===== config.mk =====
export PLATFORM = sky130hd
export DESIGN_NAME = refresh_seq
export DESIGN_NICKNAME = d
export VERILOG_FILES = /design/src/rtl/refresh_seq_pkg.sv /design/src/rtl/refresh_seq_dp.sv /design/src/rtl/refresh_seq_ctrl.sv /design/src/rtl/refresh_seq.sv
export SDC_FILE = /design/constraint.sdc
export NUM_CORES = 1
export LEC_CHECK = 0
export BUFFER_PORTS_ARGS = -buffer_cell sky130_fd_sc_hd__buf_4
export CAP_MARGIN = 10
export CELL_PAD_IN_SITES_DETAIL_PLACEMENT = 1
export CELL_PAD_IN_SITES_GLOBAL_PLACEMENT = 2
export CORE_MARGIN = 2
export CORE_UTILIZATION = 43
export CTS_BUF_LIST = sky130_fd_sc_hd__clkbuf_2
export DETAILED_ROUTE_END_ITERATION = 8
export HOLD_SLACK_MARGIN = 0.05
export PLACE_DENSITY = 0.9
export REMOVE_ABC_BUFFERS = 1
export SYNTH_ARGS = -nofsm -noshare
export SYNTH_HDL_FRONTEND = slang
export SYNTH_HIERARCHICAL = 1
export SYNTH_SLANG_ARGS = --single-unit

===== constraint.sdc =====
create_clock -name clk -period 6.3 [get_ports clk]
set_input_delay 0.63 -clock clk [delete_from_list [all_inputs] [get_ports clk]]
set_output_delay 0.63 -clock clk [all_outputs]
set_load 0.01 [all_outputs]

===== src/rtl/refresh_seq_pkg.sv =====
package refresh_seq_pkg;

  typedef enum logic [2:0] {
    ST_PAUSE, ST_IDLE, ST_REQ, ST_SETUP, ST_CHOLD, ST_RLOW, ST_PRE
  } seqState_t;

  typedef enum logic [1:0] {
    PH_SETUP, PH_CHOLD, PH_RLOW, PH_PRE
  } phase_t;

  typedef struct packed {
    logic   phaseLoad;
    phase_t phaseSel;
    logic   cycleDone;
  } seqStrobe_t;

endpackage


===== src/rtl/refresh_seq_dp.sv =====
module refresh_seq_dp
  import refresh_seq_pkg::*;
#(
  parameter int PAUSE_CYC   = 50000,
  parameter int SLOT_CYC    = 3906,
  parameter int CSR_CYC     = 3,
  parameter int CHR_CYC     = 3,
  parameter int RAS_CYC     = 15,
  parameter int RP_CYC      = 10,
  parameter int WAKE_NUM    = 8,
  parameter int BACKLOG_MAX = 8
) (
  input  logic       clk,
  input  logic       rstN,
  input  seqStrobe_t strobe,
  output logic       pauseDone,
  output logic       phaseZero,
  output logic       workPending,
  output logic       ready,
  output logic       deadMiss
);
  localparam int PW  = $clog2(PAUSE_CYC);
  localparam int SW  = $clog2(SLOT_CYC);
  localparam int BW  = $clog2(BACKLOG_MAX + 1);
  localparam int WW  = $clog2(WAKE_NUM + 1);
  localparam int PHW = $clog2(CSR_CYC + CHR_CYC + RAS_CYC + RP_CYC + 1);

  logic [PW-1:0]  pauseCnt;
  logic [SW-1:0]  slotCnt;
  logic [BW-1:0]  backlog;
  logic [WW-1:0]  wakeLeft;
  logic [PHW-1:0] phaseCnt;
  logic [PHW-1:0] phaseInit;
  logic           slotTick;
  logic           drainOne;

  assign pauseDone   = (pauseCnt == '0);
  assign ready       = pauseDone && (wakeLeft == '0);
  assign slotTick    = ready && (slotCnt == '0);
  assign deadMiss    = slotTick && (backlog == BW'(BACKLOG_MAX));
  assign drainOne    = strobe.cycleDone && (wakeLeft == '0);
  assign workPending = pauseDone && ((wakeLeft != '0) || (backlog != '0));
  assign phaseZero   = (phaseCnt == '0);

  always_comb begin
    unique case (strobe.phaseSel)
      PH_SETUP: phaseInit = PHW'(CSR_CYC - 1);
      PH_CHOLD: phaseInit = PHW'(CHR_CYC - 1);
      PH_RLOW:  phaseInit = PHW'(RAS_CYC - CHR_CYC - 1);
      default:  phaseInit = PHW'(RP_CYC - 1);
    endcase
  end

  always_ff @(posedge clk) begin
    if (!rstN) pauseCnt <= PW'(PAUSE_CYC - 1);
    else if (!pauseDone) pauseCnt <= pauseCnt - 1'b1;
  end

  always_ff @(posedge clk) begin
    if (!rstN || !ready || slotTick) slotCnt <= SW'(SLOT_CYC - 1);
    else slotCnt <= slotCnt - 1'b1;
  end

  always_ff @(posedge clk) begin
    if (!rstN) begin
      backlog  <= '0;
      wakeLeft <= WW'(WAKE_NUM);
    end else if (deadMiss) begin
      backlog  <= '0;
      wakeLeft <= WW'(WAKE_NUM);
    end else begin
      if (strobe.cycleDone && wakeLeft != '0) wakeLeft <= wakeLeft - 1'b1;
      if (slotTick && !drainOne) backlog <= backlog + 1'b1;
      else if (!slotTick && drainOne && backlog != '0) backlog <= backlog - 1'b1;
    end
  end

  always_ff @(posedge clk) begin
    if (!rstN) phaseCnt <= '0;
    else if (strobe.phaseLoad) phaseCnt <= phaseInit;
    else if (!phaseZero) phaseCnt <= phaseCnt - 1'b1;
  end

  AST_BACKLOG_BOUND: assert property (@(posedge clk) disable iff (!rstN)
    backlog <= BW'(BACKLOG_MAX));
  AST_MISS_RELOADS_WAKE: assert property (@(posedge clk) disable iff (!rstN)
    deadMiss |=> (!ready && wakeLeft == WW'(WAKE_NUM) && backlog == '0));
  AST_TIMER_HELD: assert property (@(posedge clk) disable iff (!rstN)
    (!ready) |=> (slotCnt == SW'(SLOT_CYC - 1)));

endmodule


===== src/rtl/refresh_seq_ctrl.sv =====
module refresh_seq_ctrl
  import refresh_seq_pkg::*;
(
  input  logic       clk,
  input  logic       rstN,
  input  logic       refGnt,
  input  logic       pauseDone,
  input  logic       phaseZero,
  input  logic       workPending,
  output seqStrobe_t strobe,
  output logic       refReq,
  output logic       rasN,
  output logic       casN
);
  seqState_t state, nextState;

  always_comb begin
    nextState        = state;
    strobe.phaseLoad = 1'b0;
    strobe.phaseSel  = PH_SETUP;
    strobe.cycleDone = 1'b0;
    unique case (state)
      ST_PAUSE: if (pauseDone) nextState = ST_IDLE;
      ST_IDLE:  if (workPending) nextState = ST_REQ;
      ST_REQ:
        if (refGnt) begin
          nextState        = ST_SETUP;
          strobe.phaseLoad = 1'b1;
          strobe.phaseSel  = PH_SETUP;
        end
      ST_SETUP:
        if (phaseZero) begin
          nextState        = ST_CHOLD;
          strobe.phaseLoad = 1'b1;
          strobe.phaseSel  = PH_CHOLD;
        end
      ST_CHOLD:
        if (phaseZero) begin
          nextState        = ST_RLOW;
          strobe.phaseLoad = 1'b1;
          strobe.phaseSel  = PH_RLOW;
        end
      ST_RLOW:
        if (phaseZero) begin
          nextState        = ST_PRE;
          strobe.phaseLoad = 1'b1;
          strobe.phaseSel  = PH_PRE;
        end
      default:
        if (phaseZero) begin
          nextState        = ST_IDLE;
          strobe.cycleDone = 1'b1;
        end
    endcase
  end

  always_ff @(posedge clk) begin
    if (!rstN) state <= ST_PAUSE;
    else state <= nextState;
  end

  assign refReq = (state != ST_PAUSE) && (state != ST_IDLE);
  assign casN   = !((state == ST_SETUP) || (state == ST_CHOLD));
  assign rasN   = !((state == ST_CHOLD) || (state == ST_RLOW));

  AST_CAS_BEFORE_RAS: assert property (@(posedge clk) disable iff (!rstN)
    $fell(rasN) |-> (!casN && $past(!casN)));
  AST_CAS_FALLS_RAS_HIGH: assert property (@(posedge clk) disable iff (!rstN)
    $fell(casN) |-> rasN);
  AST_REQ_HELD: assert property (@(posedge clk) disable iff (!rstN)
    (refReq && !refGnt) |=> refReq);
  AST_RAS_RISE_CAS_HIGH: assert property (@(posedge clk) disable iff (!rstN)
    $rose(rasN) |-> casN);

endmodule


===== src/rtl/refresh_seq.sv =====
module refresh_seq
  import refresh_seq_pkg::*;
#(
  parameter int PAUSE_CYC   = 50000,
  parameter int SLOT_CYC    = 3906,
  parameter int CSR_CYC     = 3,
  parameter int CHR_CYC     = 3,
  parameter int RAS_CYC     = 15,
  parameter int RP_CYC      = 10,
  parameter int WAKE_NUM    = 8,
  parameter int BACKLOG_MAX = 8
) (
  input  logic clk,
  input  logic rstN,
  input  logic refGnt,
  input  logic hostReq,
  output logic refReq,
  output logic rasN,
  output logic casN,
  output logic ready,
  output logic hostOk,
  output logic deadMiss
);
  seqStrobe_t strobe;
  logic pauseDone, phaseZero, workPending;

  refresh_seq_ctrl u_ctrl (
    .clk(clk), .rstN(rstN), .refGnt(refGnt), .pauseDone(pauseDone),
    .phaseZero(phaseZero), .workPending(workPending), .strobe(strobe),
    .refReq(refReq), .rasN(rasN), .casN(casN)
  );

  refresh_seq_dp #(
    .PAUSE_CYC(PAUSE_CYC), .SLOT_CYC(SLOT_CYC), .CSR_CYC(CSR_CYC),
    .CHR_CYC(CHR_CYC), .RAS_CYC(RAS_CYC), .RP_CYC(RP_CYC),
    .WAKE_NUM(WAKE_NUM), .BACKLOG_MAX(BACKLOG_MAX)
  ) u_dp (
    .clk(clk), .rstN(rstN), .strobe(strobe), .pauseDone(pauseDone),
    .phaseZero(phaseZero), .workPending(workPending), .ready(ready),
    .deadMiss(deadMiss)
  );

  assign hostOk = hostReq && ready;

  AST_HOST_GATED: assert property (@(posedge clk) disable iff (!rstN)
    (refReq && !ready) |-> !hostOk);

endmodule


# After elaboration in Yosys (flattened, before gate mapping)
# Cells that the tools add are included.
# word_totals
register_bits,44
output_inout_bits,6
elab_cells,86
# op_classes
n_addsub,6
eq_ne,16
n_mux,20
bitwise_logic,1
n_reduce_logical,37
# op_table
cell,n
$mux W3,11
$pmux W3 S6,1
$logic_not A16 Y1,1
$sub A16 B1 Y16 const B,1
$logic_not A12 Y1,1
$pmux W3 S4,1
$reduce_bool A4 Y1,3
$sub A12 B1 Y12 const B,1
$logic_and A1 B1 Y1,11
$mux W5,2
$ne A2 B2 Y1 const B,5
$mux W4,2
$pmux W4 S2,1
$sub A4 B1 Y4 const B,2
$reduce_and A7 Y1,1
$eq A3 B2 Y1 const B,2
$eq A3 B3 Y1 const B,2
$logic_not A1 Y1,6
$reduce_or A6 Y1,1
$logic_not A5 Y1,1
$logic_or A1 B1 Y1,5
$sub A5 B1 Y5 const B,1
$add A4 B1 Y4 const B,1
$eq A4 B4 Y1 const B,1
13 further kinds,16

# Longest topological paths before layout
# logic_depth
word_depth,8
mapped_depth,12

# By module
# Netlist, hierarchy kept.
# by_module_without_submodules
mod,instances,cells_each,area_each_um2
refresh_seq_dp,1,238,2138.3
refresh_seq_ctrl,1,34,305.3
refresh_seq,1,1,6.3

# Least setup slack after synthesis
# No wires, ideal clock.
# synth_timing
kind,flip-flop to flip-flop
start,reg u_dp.pauseCnt[0]
end,reg u_dp.backlog[3]
arrival_ps,2848
required_time_ps,6228
slack_ps,3380
stages_incl_launch_ff,12
period_less_slack_ps,2920
path_cell_list,dfxtp_1 -> inv_1 -> ha_1 -> nor4b_1 -> nand4_1 -> or3_1 -> or2_2 -> ha_1 -> a21o_1 -> a21oi_1 -> mux2i_1 -> mux2i_1
# synth_via
elab_chain_cells,7
elab_cells_between_ends,11
# synth_rtl
item,line,source
from (decl),refresh_seq_dp.sv:28,logic [PW-1:0] pauseCnt;
from (signal assigned),refresh_seq_dp.sv:55,if (!rstN) pauseCnt <= PW'(PAUSE_CYC - 1);
from (signal assigned),refresh_seq_dp.sv:56,else if (!pauseDone) pauseCnt <= pauseCnt - 1'b1;
$logic_not A16 Y1 *,refresh_seq_dp.sv:37,assign pauseDone = (pauseCnt == '0);
$logic_and A1 B1 Y1 *,refresh_seq_dp.sv:38,assign ready = pauseDone && (wakeLeft == '0);
$logic_and A1 B1 Y1 *,refresh_seq_dp.sv:39,assign slotTick = ready && (slotCnt == '0);
$logic_not A1 Y1,refresh_seq_dp.sv:74,else if (!slotTick && drainOne && backlog != '0) backlog <= backlog - 1'b1;
$logic_and A1 B1 Y1 (2 in series),refresh_seq_dp.sv:74,
$reduce_bool A2 Y1 (no source line),-,
to (signal assigned),refresh_seq_dp.sv:73,if (slotTick && !drainOne) backlog <= backlog + 1'b1;
to (signal assigned),refresh_seq_dp.sv:74,
to (decl),refresh_seq_dp.sv:30,logic [BW-1:0] backlog;
# Every way passes the cells marked *; elsewhere a longest branch is shown, timed or not.
# A chain may end at the register's enable or synchronous reset.

# Final worst setup path
# layout_timing
start,reg u_dp.pauseCnt[15]
end,reg u_dp.backlog[3]
# Same word-level chain as after synthesis.

==> results.yml <==
synth:
  synth-seq-cells: 44
  synth_fa_ha_area_share_pct: 5.41
  syn_avg_cell_area_sq_um: 8.97
  synthCells: 273
  synthArstFlopShare_pct: 0
  synth_xor_area_share_pct: 9.30
  ys.flop_type: "dfxtp_1"
  synthesis.yosys.warnings: 6
  yosys.area_share.simple_pct: 31.1
  synth_edf_count: 0
  synth-seq-area-share_pct: 36.0
  synth_top_family_by_area: "simple AND/OR/NAND/NOR gates"
  synth_compound_area_share_pct: 10.1
  syn-cell-area_sq_mm: 0.00245
  synth.area.mux_share_pct: 3.98
  synth_cell_types: 58
drt:
  vias: 1889
  drcViolationCount: 0
  drtAntennaViolNets: 0
  post_drt_wl_per_cell_um: 13.5
  first_iter_violations: 57
  routed_wl_um: 4760
  avgViaCountPerCell: 5.37
  firstDrtPassIters: 4
finish:
  area_delta_synth_final_pct: 5.82
  antenna_cells: 0
  final_nets: 294
  drive_gt1_share_pct: 13.6
  fin_area_sq_mm: 0.00259
  n_fill_cell: 672
  multi_input_area_sq_mm: 0.00147
  register_area_sq_um: 881
placement:
  io_buffer_count: 9
  dp_slack_ps: 3100
  gp_congestion: 0.738
  hpwl_um: 3510
  postPlaceCellArea_sq_mm: 0.00256
clocking:
  h-tree-depth: 2
  clock_latency_ps: 400
  cts_buffer_depth: 2
  cts_tree: "yes"
  cts_root_buffer: "clkbuf_2"
  post_cts_buffers: 0
  ctsResizeCount: 0
  cts_hold_buf: 0
  clkSinkCount: 44
  clkTransAtPathRegs_ps: 210
  cts_made_buffers: 5
sta:
  worst_pin_slew_ps: 717
  finalCritPeriodShare_pct: 51.2
  rsz0062_at_grt: "false"
  worst_slack_ps: 3070
  hold_viol: 0
  setup_tns_ps: 0
  finClkSkew_ps: 25.6
  max_freq_mhz: 310
  slew_headroom_pct: 51.8
  setup_viol: 0
  whs_ps: 443
  finalCriticalPeriod_ps: 3230
  slew_viol_final: 0
power_and_ir_drop:
  combPwrFrac_pct: 23.2
  p_int_w: 0.000382
  p_leak_nw: 0.940
  p_sw_share_pct: 30.4
  power_density_mw_per_mm2: 212
  power_frac_clock_pct: 20.5
  vdd_drop_max_v: 0.000177
  seqPwrFrac_pct: 56.4
  power_w: 0.000549
  power_switching_w: 0.000167
status:
  outcome: "completed"
floorplanning:
  pin_count: 10
  fp.dieArea_sq_mm: 0.00632
  core_sq_mm: 0.00551
  start_util_pct: 44.5
  rows: 27
  die_h_um: 79.5
  die_w_um: 79.5
critical_path:
  cpPeakStageDelay_ps: 610
  rrSetupSlack_ps: 3070
  critPathBufInv: 0
  r2r-end: "u_dp/backlog[3]"
  crit_chain: "nor3_1 > nand4_1 > or3_1 > or2_2 > ha_1 > a21o_1 > a21oi_1 > mux2i_1 > mux2i_1"
  critPathLaunchType: "flop"
  path_delay_family: "simple AND/OR/NAND/NOR gates"
  crit_cells: 9
  r2r_start: "u_dp/pauseCnt[15]"
  cp.required_ps: 6650
  arrival_ps: 3580
  cpMaxStageDelayCell: "nor3_1"
  path_max_fanout: 7
  critPathKind: "flop to flop"
  rr_worst_depth: 9
  worstSetupEndpointType: "flop"
  cp_common_cell: "mux2i_1"
global_routing:
  grt_max_degree: 32
  use_met3_pct: 3.39
  grt_first_pass_wirelength_um: 8260
  grt_use_total_pct: 16.4
  globalRouteMet2Util_pct: 27.1
  use_met1_pct: 21.1
  grt_most_used_layer: "met2"
  overflow: 0
  grt_pass1_vias: 1822
  antenna_found_initial: 0
worst_hold_path:
  hp-class: "flop to flop"
  whs_path_depth: 1
  min_from: "u_dp/slotCnt[0]"
  whs_endpoint: "u_dp/slotCnt[0]"
flow_run:
  cap_violations: 0
-- routing by layer --
layer | part of all wire, % | routed length (um)
met2 | 46 | 2190
met4 | 1.3 | 64
met5 | 0 | 0
met1 | 50 | 2380
met3 | 2.6 | 126
-- worst max path at each step --
| stage | from | to | slack (ps) |
|---|---|---|---|
| finish | u_dp/pauseCnt[15] | u_dp/backlog[3] | 3070 |
| global route | u_dp/pauseCnt[13] | u_dp/backlog[3] | 2820 |
| CTS | u_dp/pauseCnt[0] | u_dp/backlog[3] | 3090 |
| detailed placement | u_dp/pauseCnt[4] | u_dp/backlog[3] | 3100 |
| global placement | u_dp/pauseCnt[13] | u_dp/backlog[3] | 3170 |
| floorplan | u_dp/pauseCnt[0] | u_dp/backlog[3] | 3380 |
-- cell usage after synthesis, types with 3 or more instances --
cell | instances | share of area (%)
ha_1 | 9 | 4.6
dfxtp_1 | 44 | 36
o21ai_1 | 3 | 0.61
xor2_1 | 9 | 3.2
o21ai_0 | 3 | 0.61
nand3b_1 | 3 | 0.92
nand2_1 | 32 | 4.9
nor4_1 | 3 | 0.77
and2_1 | 11 | 2.8
a21oi_1 | 9 | 1.8
nand4b_1 | 3 | 1.1
or3_1 | 3 | 0.77
mux2i_1 | 6 | 2.5
or4_1 | 3 | 0.92
nand4_1 | 8 | 2.0
nand2b_1 | 4 | 1.0
inv_1 | 12 | 1.8
nand3_1 | 6 | 1.2
xnor2_1 | 17 | 6.1
clkbuf_1 | 6 | 0.92
nor2_1 | 18 | 2.8
nor3_1 | 11 | 2.2
-- worst register-to-register path, stage by stage, from the launching register on --
cell and delay [ps]:
dfxtp_1 380, nor3_1 610, nand4_1 300, or3_1 490
or2_2 330, ha_1 280, a21o_1 170, a21oi_1 170
mux2i_1 250, mux2i_1 190
-- metrics by stage --
stage	std cells	util, %
CTS	352	47.1
floorplan	263	-
detailed placement	345	46.4
finish	352	47.1
global placement	345	46.4
global route	352	47.1
-- cells by family (layout without fill, tap and decap cells) --
| family | count (synthesis) | in the layout |
|---|---|---|
| buffers and inverters | 22 | 29 |
| DFF | 44 | 44 |
| AOI/OAI and AO/OA | 35 | 35 |
| and+or+nand+nor | 127 | 127 |
| adders and majority gates | 10 | 10 |
| muxes | 9 | 9 |
| xor gates and xnor gates | 26 | 26 |
-- registers in the layout (all words and copies together) (netlist names) --
name and count:
u_ctrl/state 3, u_dp/phaseCnt 5, u_dp/backlog 4, u_dp/pauseCnt 16, u_dp/slotCnt 12, u_dp/wakeLeft 4
-- power by group through the flow --
stage | sequential [W] | clock (W) | combinational (W)
after floorplan | 0.000312 | 0 | 0.0000956
after global placement | 0.000315 | 0 | 0.000124
after detailed placement | 0.000316 | 0 | 0.000129
after CTS | 0.000310 | 0.000123 | 0.000131
after global routing | 0.000313 | 0.000134 | 0.000147
final | 0.000309 | 0.000112 | 0.000127
-- cells in the final DEF (no fill, tap or decap), types with 3 or more instances in the layout --
master	count
nor4_1	3
nand4b_1	3
nand3b_1	3
o21ai_1	3
or3_1	3
a21oi_1	9
clkbuf_2	6
ha_1	9
buf_4	10
xnor2_1	17
or4_1	3
nand4_1	8
mux2i_1	6
nand2b_1	4
nor3_1	11
nor2_1	18
o21ai_0	3
dfxtp_1	44
inv_1	12
nand3_1	6
nand2_1	32
xor2_1	9
and2_1	11
-- area by class of cell --
type | instances | share of cell area, %
Clock buffer | 6 | 1.16
Clock inverter | 1 | 0.193
Inverter | 12 | 1.74
Multi-Input combinational cell | 207 | 56.6
Sequential cell | 44 | 34.0
Tap cell | 72 | 3.47
Timing Repair Buffer | 10 | 2.90
No activity file was read; power rests on OpenSTA's default activity.
